===== config.mk =====
export PLATFORM = sky130hd
export DESIGN_NAME = spi_xcvr
export DESIGN_NICKNAME = d
export VERILOG_FILES = /design/src/rtl/spi_xcvr_pkg.sv /design/src/rtl/spi_xcvr_sckgen.sv /design/src/rtl/spi_xcvr_slvfront.sv /design/src/rtl/spi_xcvr_bitseq.sv /design/src/rtl/spi_xcvr.sv
export SDC_FILE = /design/constraint.sdc
export NUM_CORES = 1
export LEC_CHECK = 0
export ABC_AREA = 0
export BUFFER_PORTS_ARGS = -buffer_cell sky130_fd_sc_hd__buf_2
export CORE_ASPECT_RATIO = 0.9
export CORE_MARGIN = 3
export CORE_UTILIZATION = 59
export DETAILED_ROUTE_END_ITERATION = 16
export PLACE_DENSITY = 0.8
export RECOVER_POWER = 100
export REMOVE_ABC_BUFFERS = 1
export SYNTH_ARGS = -nofsm -noshare
export SYNTH_HDL_FRONTEND = slang
export SYNTH_HIERARCHICAL = 1
export SYNTH_SLANG_ARGS = --single-unit

===== constraint.sdc =====
create_clock -name clk -period 3.99 [get_ports clk]
set_input_delay 0.798 -clock clk [delete_from_list [all_inputs] [get_ports clk]]
set_output_delay 0.798 -clock clk [all_outputs]
set_load 0.05 [all_outputs]

===== src/rtl/spi_xcvr_pkg.sv =====
package spi_xcvr_pkg;
    localparam int BYTE_W = 8;
    localparam int EDGES  = 2 * BYTE_W;
    localparam int EDGE_W = $clog2(EDGES);
    // half SCK periods in system clocks for rate codes 0..3
    localparam int HALF0  = 2;
    localparam int HALF1  = 8;
    localparam int HALF2  = 32;
    localparam int HALF3  = 64;
    localparam int HALF_W = $clog2(HALF3);

    localparam logic [1:0] SEL_CTRL = 2'd0;
    localparam logic [1:0] SEL_STAT = 2'd1;
    localparam logic [1:0] SEL_DATA = 2'd2;

    typedef struct packed {
        logic       irq_en;
        logic       enable;
        logic       lsb_first;
        logic       master;
        logic       cpol;
        logic       cpha;
        logic [1:0] rate;
    } ctrl_t;

    localparam ctrl_t CTRL_RST = ctrl_t'(8'h04);

    function automatic logic [HALF_W-1:0] half_limit(input logic [1:0] code);
        case (code)
            2'd0:    half_limit = HALF_W'(HALF0 - 1);
            2'd1:    half_limit = HALF_W'(HALF1 - 1);
            2'd2:    half_limit = HALF_W'(HALF2 - 1);
            default: half_limit = HALF_W'(HALF3 - 1);
        endcase
    endfunction
endpackage


===== src/rtl/spi_xcvr_sckgen.sv =====
module spi_xcvr_sckgen
    import spi_xcvr_pkg::*;
(
    input  logic       clk,
    input  logic       rst_n,
    input  logic       start,
    input  logic       halt,
    input  logic       stop,
    input  logic [1:0] rate,
    input  logic       cpol,
    output logic       busy,
    output logic       sck,
    output logic       edge_stb
);
    typedef struct packed {
        logic              busy;
        logic              sck;
        logic [HALF_W-1:0] cnt;
    } gen_t;

    gen_t g_d, g_q;
    logic tick;

    always_comb begin
        tick = g_q.busy && !halt && (g_q.cnt == half_limit(rate));
        g_d  = g_q;
        if (halt) begin
            g_d.busy = 1'b0;
            g_d.cnt  = '0;
            g_d.sck  = cpol;
        end else if (start) begin
            g_d.busy = 1'b1;
            g_d.cnt  = '0;
            g_d.sck  = cpol;
        end else if (g_q.busy) begin
            if (tick) begin
                g_d.cnt = '0;
                g_d.sck = ~g_q.sck;
                if (stop) g_d.busy = 1'b0;
            end else begin
                g_d.cnt = g_q.cnt + 1'b1;
            end
        end else begin
            g_d.sck = cpol;
        end
    end

    always_ff @(posedge clk or negedge rst_n) begin
        if (!rst_n) g_q <= '0;
        else        g_q <= g_d;
    end

    assign busy     = g_q.busy;
    assign sck      = g_q.sck;
    assign edge_stb = tick;
endmodule


===== src/rtl/spi_xcvr_slvfront.sv =====
module spi_xcvr_slvfront (
    input  logic clk,
    input  logic rst_n,
    input  logic sck_i,
    input  logic mosi_i,
    input  logic sel_n_i,
    output logic sck_edge,
    output logic sel_act,
    output logic mosi_s
);
    typedef struct packed {
        logic sck_m, sck_s, sck_p;
        logic mosi_m, mosi_s;
        logic sel_m, sel_s;
    } sync_t;

    sync_t s_d, s_q;

    always_comb begin
        s_d        = s_q;
        s_d.sck_m  = sck_i;
        s_d.sck_s  = s_q.sck_m;
        s_d.sck_p  = s_q.sck_s;
        s_d.mosi_m = mosi_i;
        s_d.mosi_s = s_q.mosi_m;
        s_d.sel_m  = sel_n_i;
        s_d.sel_s  = s_q.sel_m;
    end

    always_ff @(posedge clk or negedge rst_n) begin
        if (!rst_n) s_q <= '{sel_m: 1'b1, sel_s: 1'b1, default: 1'b0};
        else        s_q <= s_d;
    end

    assign sck_edge = s_q.sck_s ^ s_q.sck_p;
    assign sel_act  = ~s_q.sel_s;
    assign mosi_s   = s_q.mosi_s;
endmodule


===== src/rtl/spi_xcvr_bitseq.sv =====
module spi_xcvr_bitseq
    import spi_xcvr_pkg::*;
(
    input  logic              clk,
    input  logic              rst_n,
    input  logic              clear,
    input  logic              edge_stb,
    input  logic              cpha,
    input  logic              lsb_first,
    input  logic              load,
    input  logic [BYTE_W-1:0] load_data,
    input  logic              in_bit,
    output logic              out_bit,
    output logic              done,
    output logic              mid_byte,
    output logic [BYTE_W-1:0] rx_next
);
    typedef struct packed {
        logic [EDGE_W-1:0] edge_cnt;
    } seq_t;

    typedef struct packed {
        logic [BYTE_W-1:0] tx_sr;
        logic [BYTE_W-1:0] rx_sr;
    } dat_t;

    seq_t c_d, c_q;
    dat_t x_d, x_q;
    logic leading, do_sample, do_shift, last;

    always_comb begin
        leading   = ~c_q.edge_cnt[0];
        do_sample = edge_stb && (cpha ? !leading : leading);
        do_shift  = edge_stb && (cpha ? (leading && c_q.edge_cnt != '0) : !leading);
        last      = edge_stb && (c_q.edge_cnt == EDGE_W'(EDGES - 1));

        c_d = c_q;
        if (clear || last)  c_d.edge_cnt = '0;
        else if (edge_stb)  c_d.edge_cnt = c_q.edge_cnt + 1'b1;

        x_d = x_q;
        if (load)
            x_d.tx_sr = load_data;
        else if (do_shift)
            x_d.tx_sr = lsb_first ? (x_q.tx_sr >> 1) : (x_q.tx_sr << 1);
        if (do_sample)
            x_d.rx_sr = lsb_first ? {in_bit, x_q.rx_sr[BYTE_W-1:1]}
                                  : {x_q.rx_sr[BYTE_W-2:0], in_bit};
    end

    always_ff @(posedge clk or negedge rst_n) begin
        if (!rst_n) c_q <= '0;
        else        c_q <= c_d;
    end

    // shift data carries no reset
    always_ff @(posedge clk) begin
        x_q <= x_d;
    end

    assign out_bit  = lsb_first ? x_q.tx_sr[0] : x_q.tx_sr[BYTE_W-1];
    assign done     = last;
    assign mid_byte = (c_q.edge_cnt != '0);
    assign rx_next  = x_d.rx_sr;
endmodule


===== src/rtl/spi_xcvr.sv =====
module spi_xcvr
    import spi_xcvr_pkg::*;
(
    input  logic       clk,
    input  logic       rst_n,
    input  logic [1:0] reg_sel,
    input  logic       reg_wr,
    input  logic       reg_rd,
    input  logic [7:0] reg_wdata,
    output logic [7:0] reg_rdata,
    input  logic       irq_gate,
    output logic       irq,
    output logic       sck_o,
    output logic       sck_oe,
    input  logic       sck_i,
    output logic       mosi_o,
    output logic       mosi_oe,
    input  logic       mosi_i,
    output logic       miso_o,
    output logic       miso_oe,
    input  logic       miso_i,
    input  logic       sel_n_i
);
    typedef struct packed {
        ctrl_t ctrl;
        logic  done_f;
        logic  col_f;
        logic  arm;
    } top_t;

    top_t st_d, st_q;
    logic [BYTE_W-1:0] rx_buf_d, rx_buf_q;

    logic en, is_master;
    logic data_wr, data_acc, stat_rd, ctrl_wr;
    logic busy_now, accept, collide, start;
    logic gen_busy, gen_sck, gen_edge;
    logic slv_edge, slv_act, slv_mosi;
    logic seq_edge, seq_clear, seq_in, seq_out, seq_done, seq_mid;
    logic [BYTE_W-1:0] seq_rx;
    logic done_flag, col_flag, arm_flag, cpol_q;

    assign en        = st_q.ctrl.enable;
    assign is_master = st_q.ctrl.master;
    assign ctrl_wr   = reg_wr && (reg_sel == SEL_CTRL);
    assign stat_rd   = reg_rd && (reg_sel == SEL_STAT);
    assign data_wr   = reg_wr && (reg_sel == SEL_DATA);
    assign data_acc  = (reg_wr || reg_rd) && (reg_sel == SEL_DATA);
    assign busy_now  = is_master ? gen_busy : (slv_act && seq_mid);
    assign accept    = data_wr && en && !busy_now;
    assign collide   = data_wr && en && busy_now;
    assign start     = accept && is_master;
    assign seq_edge  = en && (is_master ? gen_edge : (slv_act && slv_edge));
    assign seq_clear = !en || (is_master ? !gen_busy : !slv_act);
    assign seq_in    = is_master ? miso_i : slv_mosi;

    spi_xcvr_sckgen u_gen (
        .clk      (clk),
        .rst_n    (rst_n),
        .start    (start),
        .halt     (!en || !is_master),
        .stop     (seq_done),
        .rate     (st_q.ctrl.rate),
        .cpol     (st_q.ctrl.cpol),
        .busy     (gen_busy),
        .sck      (gen_sck),
        .edge_stb (gen_edge)
    );

    spi_xcvr_slvfront u_front (
        .clk      (clk),
        .rst_n    (rst_n),
        .sck_i    (sck_i),
        .mosi_i   (mosi_i),
        .sel_n_i  (sel_n_i),
        .sck_edge (slv_edge),
        .sel_act  (slv_act),
        .mosi_s   (slv_mosi)
    );

    spi_xcvr_bitseq u_seq (
        .clk       (clk),
        .rst_n     (rst_n),
        .clear     (seq_clear),
        .edge_stb  (seq_edge),
        .cpha      (st_q.ctrl.cpha),
        .lsb_first (st_q.ctrl.lsb_first),
        .load      (accept),
        .load_data (reg_wdata),
        .in_bit    (seq_in),
        .out_bit   (seq_out),
        .done      (seq_done),
        .mid_byte  (seq_mid),
        .rx_next   (seq_rx)
    );

    always_comb begin
        st_d     = st_q;
        rx_buf_d = rx_buf_q;
        if (ctrl_wr) st_d.ctrl = ctrl_t'(reg_wdata);
        if (stat_rd && (st_q.done_f || st_q.col_f)) st_d.arm = 1'b1;
        if (data_acc) begin
            if (st_q.arm) begin
                st_d.done_f = 1'b0;
                st_d.col_f  = 1'b0;
            end
            st_d.arm = 1'b0;
        end
        // new events win over a clear in the same cycle
        if (seq_done) begin
            st_d.done_f = 1'b1;
            rx_buf_d    = seq_rx;
        end
        if (collide) st_d.col_f = 1'b1;
    end

    always_ff @(posedge clk or negedge rst_n) begin
        if (!rst_n) st_q <= '{ctrl: CTRL_RST, default: 1'b0};
        else        st_q <= st_d;
    end

    // received byte survives reset
    always_ff @(posedge clk) begin
        rx_buf_q <= rx_buf_d;
    end

    always_comb begin
        case (reg_sel)
            SEL_CTRL: reg_rdata = st_q.ctrl;
            SEL_STAT: reg_rdata = {st_q.done_f, st_q.col_f, 6'b0};
            SEL_DATA: reg_rdata = rx_buf_q;
            default:  reg_rdata = '0;
        endcase
    end

    assign done_flag = st_q.done_f;
    assign col_flag  = st_q.col_f;
    assign arm_flag  = st_q.arm;
    assign cpol_q    = st_q.ctrl.cpol;

    assign irq     = st_q.done_f && st_q.ctrl.irq_en && irq_gate;
    assign sck_o   = gen_sck;
    assign sck_oe  = is_master && en && gen_busy;
    assign mosi_o  = seq_out;
    assign mosi_oe = is_master && en;
    assign miso_o  = seq_out;
    assign miso_oe = !is_master && en && slv_act;
endmodule


==> results of run 1 <==
synthesized netlist by cell type (3+ instances only):
cell / count
inv_1: 9
xor2_1: 3
nand3_1: 4
edfxtp_1: 16
mux2i_1: 16
buf_6: 4
dfxtp_1: 8
a21o_1: 3
nand2b_1: 3
and3_1: 3
nor3_1: 3
mux2_2: 25
nor2b_1: 3
a21oi_1: 4
nor2_1: 15
o21ai_0: 9
dfstp_2: 3
xnor2_1: 4
buf_4: 10
ha_1: 3
nand2_1: 13
a22o_1: 5
o2bb2ai_1: 3
dfrtp_1: 27
through the flow:
| step | util, % | total power, mW | std cells | cell area [um2] | setup WS, ps |
|---|---|---|---|---|---|
| floorplan | - | 0.845 | 209 | 2580 | 968 |
| global placement | 66.9 | 0.913 | 304 | 2830 | 1110 |
| global route | 67.4 | 1.25 | 312 | 2860 | 412 |
| detailed placement | 66.9 | 0.920 | 304 | 2830 | 1020 |
| CTS | 68.8 | 1.21 | 312 | 2920 | 986 |
| finish | 67.4 | 1.19 | 312 | 2860 | 579 |
layout make-up:
| cell class | count | area [um2] | area share, % |
|---|---|---|---|
| Sequential cell | 54 | 1400 | 48.8 |
| Multi-Input combinational cell | 146 | 1120 | 39.1 |
| Timing Repair Buffer | 35 | 154 | 5.39 |
| Tap cell | 60 | 75.1 | 2.63 |
| Clock buffer | 6 | 72.6 | 2.54 |
| Inverter | 9 | 33.8 | 1.18 |
| Clock inverter | 2 | 8.76 | 0.306 |
kinds of logic after synthesis:
group                    after synthesis  synth area share (%)
adder cells (fa/ha/maj)                3                  1.38
multiplexers                          42                  16.8
AND/OR/NAND/NOR                       59                  12.1
flip-flops                            54                  51.4
AO/OA/AOI/OAI                         35                  9.82
XOR/XNOR                               7                  2.26
buffers and inverters                 26                  6.18
report_power, final:
part | switching [mW] | total [mW] | leakage (nW) | internal, mW
clock network | 0.165 | 0.286 | 0.0426 | 0.121
registers | 0.0403 | 0.664 | 0.594 | 0.624
logic | 0.142 | 0.238 | 0.574 | 0.0954
flip-flops by register name (all words and copies together), names as in the netlist:
signal,flops
u_seq/c_q,4
arm_flag,1
u_gen/busy,1
st_q,5
cpol_q,1
u_front/s_q,2
u_gen/g_q,6
u_gen/sck,1
rx_buf_q,8
u_front/mosi_s,1
u_seq/x_q,16
u_front/s_d,4
done_flag,1
col_flag,1
is_master,1
en,1
metal layers:
layer | routed length (um) | vias to the layer above
li1 | - | 855
met1 | 2330 | 851
met2 | 2420 | 28
met3 | 183 | 4
met4 | 34 | 0
met5 | 0 | -
final timing paths:
check / slack, ps / end
max reg2reg: 580 / rx_buf_q[4]
min in group asynchronous: 890 / u_gen/g_q[1]
min reg2reg: 360 / u_front/s_d[4]
max in group asynchronous: 2180 / u_front/mosi_s
max: 580 / rx_buf_q[4]
min: 360 / u_front/s_d[4]
==> flow_metrics.env, run 1 <==
export IMPL_ios=34
export IMPL_antenna_found_initial=0
export IMPL_grt_overflow_total=0
export IMPL_synth_cell_type_count=49
export IMPL_grt_met2_usage_pct=31.9
export IMPL_top_usage_layer="met2"
export IMPL_cts_tree="yes"
export IMPL_crit_fanout=10
export IMPL_start_kind="flip-flop"
export IMPL_status="finished with violations"
export IMPL_holdPathStages=0
export IMPL_synth_edf_count=16
export IMPL_maxCapViolCount=1
export IMPL_yosys_area_top_type="dfrtp_1"
export IMPL_cts_root_buf="clkbuf_8"
export IMPL_cts_hold_buf=0
export IMPL_post_route_min_period_ps=3410
export IMPL_synth_area_leaders="dfrtp_1 (25%), edfxtp_1 (18%), mux2_2 (10%)"
export IMPL_setup_viol=0
export IMPL_first_global_vias=1700
export IMPL_clock_sinks=54
export IMPL_num_fill_cells=359
export IMPL_die_x_um=77.5
export IMPL_ys_flop_type="dfrtp_1"
export IMPL_drc=0
export IMPL_max_stage_delay_ps=640
export IMPL_portBuffers=33
export IMPL_grt_max_degree=31
export IMPL_postRouteAntennaNets=0
export IMPL_ys_seq_elements=54
export IMPL_hp_start="u_front/s_d[5]"
export IMPL_post_cts_setup_buffers=0
export IMPL_irDropWorstVdd_mv=0.341
export IMPL_dieArea_um2=5450
export IMPL_drive_gt1_share_pct=22.6
export IMPL_period_share_pct=85.5
export IMPL_grt_pass1_wl_mm=8.20
export IMPL_final_setup_skew_ps=8.11
export IMPL_critical_path_buf_inv_count=1
export IMPL_violations="capacitance limit, slew limit"
export IMPL_yosys_warnings=6
export IMPL_syn_inst=226
export IMPL_min_path_type="reg2reg"
export IMPL_drt_wl_total_mm=4.97
export IMPL_layout_common_cells="dfrtp_1 (27), mux2_2 (24), clkbuf_1 (18), buf_2 (18)"
export IMPL_grtUsageMet3_pct=3.99
export IMPL_die_y_um=70.3
export IMPL_critPathKind="reg2reg"
export IMPL_dpl_hpwl_mm=3.60
export IMPL_slew_viol_final=31
export IMPL_slew_headroom_pct=-5.96
export IMPL_synth_top_cell_area_share_pct=24.9
export IMPL_area_delta_synth_final_pct=5.35
export IMPL_seq_area_frac_synth_pct=51.4
export IMPL_crit_path_top_delay_cell="a211oi_1"
export IMPL_vias=1738
export IMPL_setup_tns_ps=0
export IMPL_core_area_um2=4240
export IMPL_start_util_pct=64.0
export IMPL_routabilityCongestion=0.814
export IMPL_cp_cell_sequence="and2_1 > inv_1 > or4_4 > a211oi_1 > a22o_1 > nand3_1 > mux2_2"
export IMPL_crit_path_end_kind="flip-flop"
export IMPL_hold_ws_ps=355
export IMPL_ctsResizeCount=0
export IMPL_worst_slew_pin_slew_ps=1590
export IMPL_nets=273
export IMPL_clock_fmax_mhz=293
export IMPL_grt_usage_pct=19.3
export IMPL_cts_buffers=5
export IMPL_ff2ff_path_depth=7
export IMPL_syn_area_um2=2710
export IMPL_arrival_ps=3460
export IMPL_cp_startpoint="is_master"
export IMPL_cts_buffer_depth=2
export IMPL_met1_usage_pct=25.7
export IMPL_rsz0062_at_grt="no"
export IMPL_synthArstFlopShare_pct=55.6
export IMPL_p_leak_nw=1.21
export IMPL_drt_vias_per_instance=5.57
export IMPL_cp_depth=7
export IMPL_critPathTopFamily="simple AND/OR/NAND/NOR gates"
export IMPL_r2r_start="is_master"
export IMPL_antenna_cells=0
export IMPL_clock_latency_ps=300
export IMPL_required_ps=4040
export IMPL_drt_first_pass_iters=4
export IMPL_clk_pin_slew_ps=90
export IMPL_wl_per_cell_um=15.9
export IMPL_final_common_cell="dfrtp_1"
export IMPL_post_synth_cell_area_avg_um2=12.0
export IMPL_hold_viol=0
export IMPL_row_count=22
export IMPL_p_per_area_nw_per_um2=416
export IMPL_drt_initial_drc_count=149
export IMPL_htree_levels=2
Power figures use the tool's default switching activity.
==> run 2, diff against run 1 <==
Settings changed: SYNTH_HIERARCHICAL 1 to default.
==> flow_metrics.env, run 2 <==
export IMPL_status="finished with violations"
export IMPL_violations="capacitance limit, slew limit"
export IMPL_slew_viol_final=31
export IMPL_synthSimpleGateAreaFrac_pct=14.9
export IMPL_crit_path_end_kind="flip-flop"
export IMPL_synth_area_leaders="dfrtp_1 (26%), edfxtp_1 (18%), mux2_2 (9.8%)"
export IMPL_final_setup_skew_ps=6.95
export IMPL_synth_compound_area_share_pct=9.51
export IMPL_synth_edf_count=16
export IMPL_clk_pin_slew_ps=90
export IMPL_post_route_min_period_ps=3080
export IMPL_drc=0
export IMPL_largest_register="u_seq.x_q"
export IMPL_grt_max_degree=31
export IMPL_area_delta_synth_final_pct=7.95
export IMPL_drt_wl_total_mm=4.89
export IMPL_drt_initial_drc_count=117
export IMPL_start_util_pct=63.2
export IMPL_drt_first_pass_iters=4
export IMPL_cts_root_buf="clkbuf_8"
export IMPL_crit_path_top_delay_cell="a211oi_1"
export IMPL_antenna_found_initial=0
export IMPL_final_common_cell="dfrtp_1"
export IMPL_irDropWorstVdd_mv=0.241
export IMPL_post_synth_cell_area_avg_um2=11.4
export IMPL_p_per_area_nw_per_um2=421
export IMPL_layout_common_cells="dfrtp_1 (27), nor2_1 (24), nand2_1 (18)"
export IMPL_die_x_um=76.6
export IMPL_cts_buffers=5
export IMPL_rsz0062_at_grt="no"
export IMPL_critPathKind="reg2reg"
export IMPL_cp_cell_sequence="nor2b_1 > o41ai_1 > o311ai_4 > a211oi_1 > mux2_1"
export IMPL_synthMuxAreaShare_pct=16.2
export IMPL_synth_cell_type_count=46
export IMPL_synth_fa_ha_area_share_pct=1.42
export IMPL_setup_viol=0
export IMPL_drive_gt1_share_pct=17.5
export IMPL_core_area_um2=4180
export IMPL_row_count=22
export IMPL_syn_area_um2=2640
export IMPL_synth_top_cell_area_share_pct=25.6
export IMPL_clock_sinks=54
export IMPL_syn_inst=232
export IMPL_synthArstFlopShare_pct=55.6
export IMPL_drt_vias_per_instance=5.47
export IMPL_antenna_cells=0
export IMPL_p_leak_nw=1.20
export IMPL_grt_usage_pct=19.8
export IMPL_synth_top_cells_by_count="dfrtp_1 (27), nor2_1 (24), mux2_2 (23)"
export IMPL_grt_overflow_total=0
export IMPL_cts_tree="yes"
export IMPL_synth_top_family_by_area="multiplexers"
export IMPL_maxCapViolCount=1
export IMPL_min_path_type="reg2reg"
export IMPL_routabilityCongestion=0.816
export IMPL_crit_fanout=9
export IMPL_start_kind="flip-flop"
export IMPL_required_ps=4040
export IMPL_setup_tns_ps=0
export IMPL_reg_top3="u_seq.x_q: 16 flops, rx_buf_q: 8 flops, u_gen.g_q: 6 flops"
export IMPL_clock_latency_ps=310
export IMPL_cts_buffer_depth=2
export IMPL_vias=1767
export IMPL_clock_fmax_mhz=324
export IMPL_period_share_pct=77.3
export IMPL_dpl_hpwl_mm=3.58
export IMPL_critPathTopFamily="compound AO/OA/AOI/OAI gates"
export IMPL_dieArea_um2=5320
export IMPL_htree_levels=2
export IMPL_critical_path_buf_inv_count=0
export IMPL_die_y_um=69.5
export IMPL_ios=34
export IMPL_first_global_vias=1668
export IMPL_nets=284
export IMPL_slew_headroom_pct=-9.92
export IMPL_synth_xor_area_share_pct=1.99
export IMPL_post_cts_setup_buffers=0
export IMPL_wl_per_cell_um=15.1
export IMPL_portBuffers=33
export IMPL_hold_viol=0
export IMPL_cts_hold_buf=0
export IMPL_grt_pass1_wl_mm=8.18
export IMPL_total_power_mw=1.20
export IMPL_ctsResizeCount=0
export IMPL_max_stage_delay_ps=1020
export IMPL_arrival_ps=3130
export IMPL_ys_flop_type="dfrtp_1"
export IMPL_largest_reg_flops=16
export IMPL_yosys_warnings=0
export IMPL_ys_seq_elements=54
export IMPL_worst_slew_pin_slew_ps=1650
export IMPL_yosys_area_top_type="dfrtp_1"
export IMPL_seq_area_frac_synth_pct=52.8
export IMPL_yosysMostFrequentCell="dfrtp_1"
export IMPL_postRouteAntennaNets=0
run 2: cell types whose count changed after synthesis, moves of 4 or more:
cell / before / now
nor2_1: 15 / 24
buf_4: 10 / 2
o21ai_0: 9 / 13
nand2_1: 13 / 18
a21oi_1: 4 / 12
a22o_1: 5 / 0
nand3_1: 4 / 9
run 2: logic make-up (layout without fill, tap and decap cells):
| logic type | after synthesis | count (layout) |
|---|---|---|
| mux | 40 | 40 |
| fa+ha+maj | 3 | 3 |
| buf+inv | 18 | 49 |
| xor+xnor | 6 | 6 |
| simple gates | 76 | 76 |
| compound gates | 35 | 35 |
| flops | 54 | 54 |
run 2: stage by stage:
stage	utilization [%]	std cells	setup WS, ps	hold WS, ps	cell area (um2)
final	68.2	323	907	353	2850
after CTS	69.6	323	1140	354	2910
after global placement	67.6	315	1210	332	2830
after global routing	68.2	323	744	368	2850
after floorplan	-	222	1200	331	2590
after detailed placement	67.6	315	1140	335	2830
run 2: final timing paths:
check	start	slack, ps	depth (start not counted)	endpoint
worst max-delay path	u_gen.g_q[2]	910	5	rx_buf_q[6]
worst min-delay path	u_front.s_d[5]	350	0	u_front.s_d[4]
worst max register to register	u_gen.g_q[2]	910	5	rx_buf_q[6]
worst min register to register	u_front.s_d[5]	350	0	u_front.s_d[4]
max in group asynchronous	rst_n	2140	1	done_flag
min in group asynchronous	rst_n	900	1	u_seq.c_q[3]
run 2: cell type report:
cell class | instances | area, um2
clock inverter | 2 | 8.76
sequential | 54 | 1400
inverter | 8 | 30.0
multi-input combinational | 160 | 1130
clock buffer | 6 | 72.6
fill | 341 | 1330
tap | 60 | 75.1
timing repair buffer | 33 | 145
run 2: routing by layer:
| layer | vias to the layer above | global-route usage, % | routed length, um |
|---|---|---|---|
| li1 | 880 | - | - |
| met1 | 849 | 27.7 | 2410 |
| met5 | - | 0 | 0 |
| met2 | 34 | 30.1 | 2260 |
| met4 | 0 | 8.05 | 40 |
| met3 | 4 | 4.29 | 175 |
run 2: report_power, final:
part | switching [mW] | internal (mW) | leakage, nW
Combinational | 0.137 | 0.0875 | 0.567
Clock | 0.170 | 0.121 | 0.0426
Sequential | 0.0569 | 0.628 | 0.592
Total | 0.364 | 0.836 | 1.20
run 2: worst register-to-register path: stages (launching register included):
cell and delay [ps]:
dfrtp_1 470, nor2b_1 170, o41ai_1 470, o311ai_4 290, a211oi_1 1030, mux2_1 420
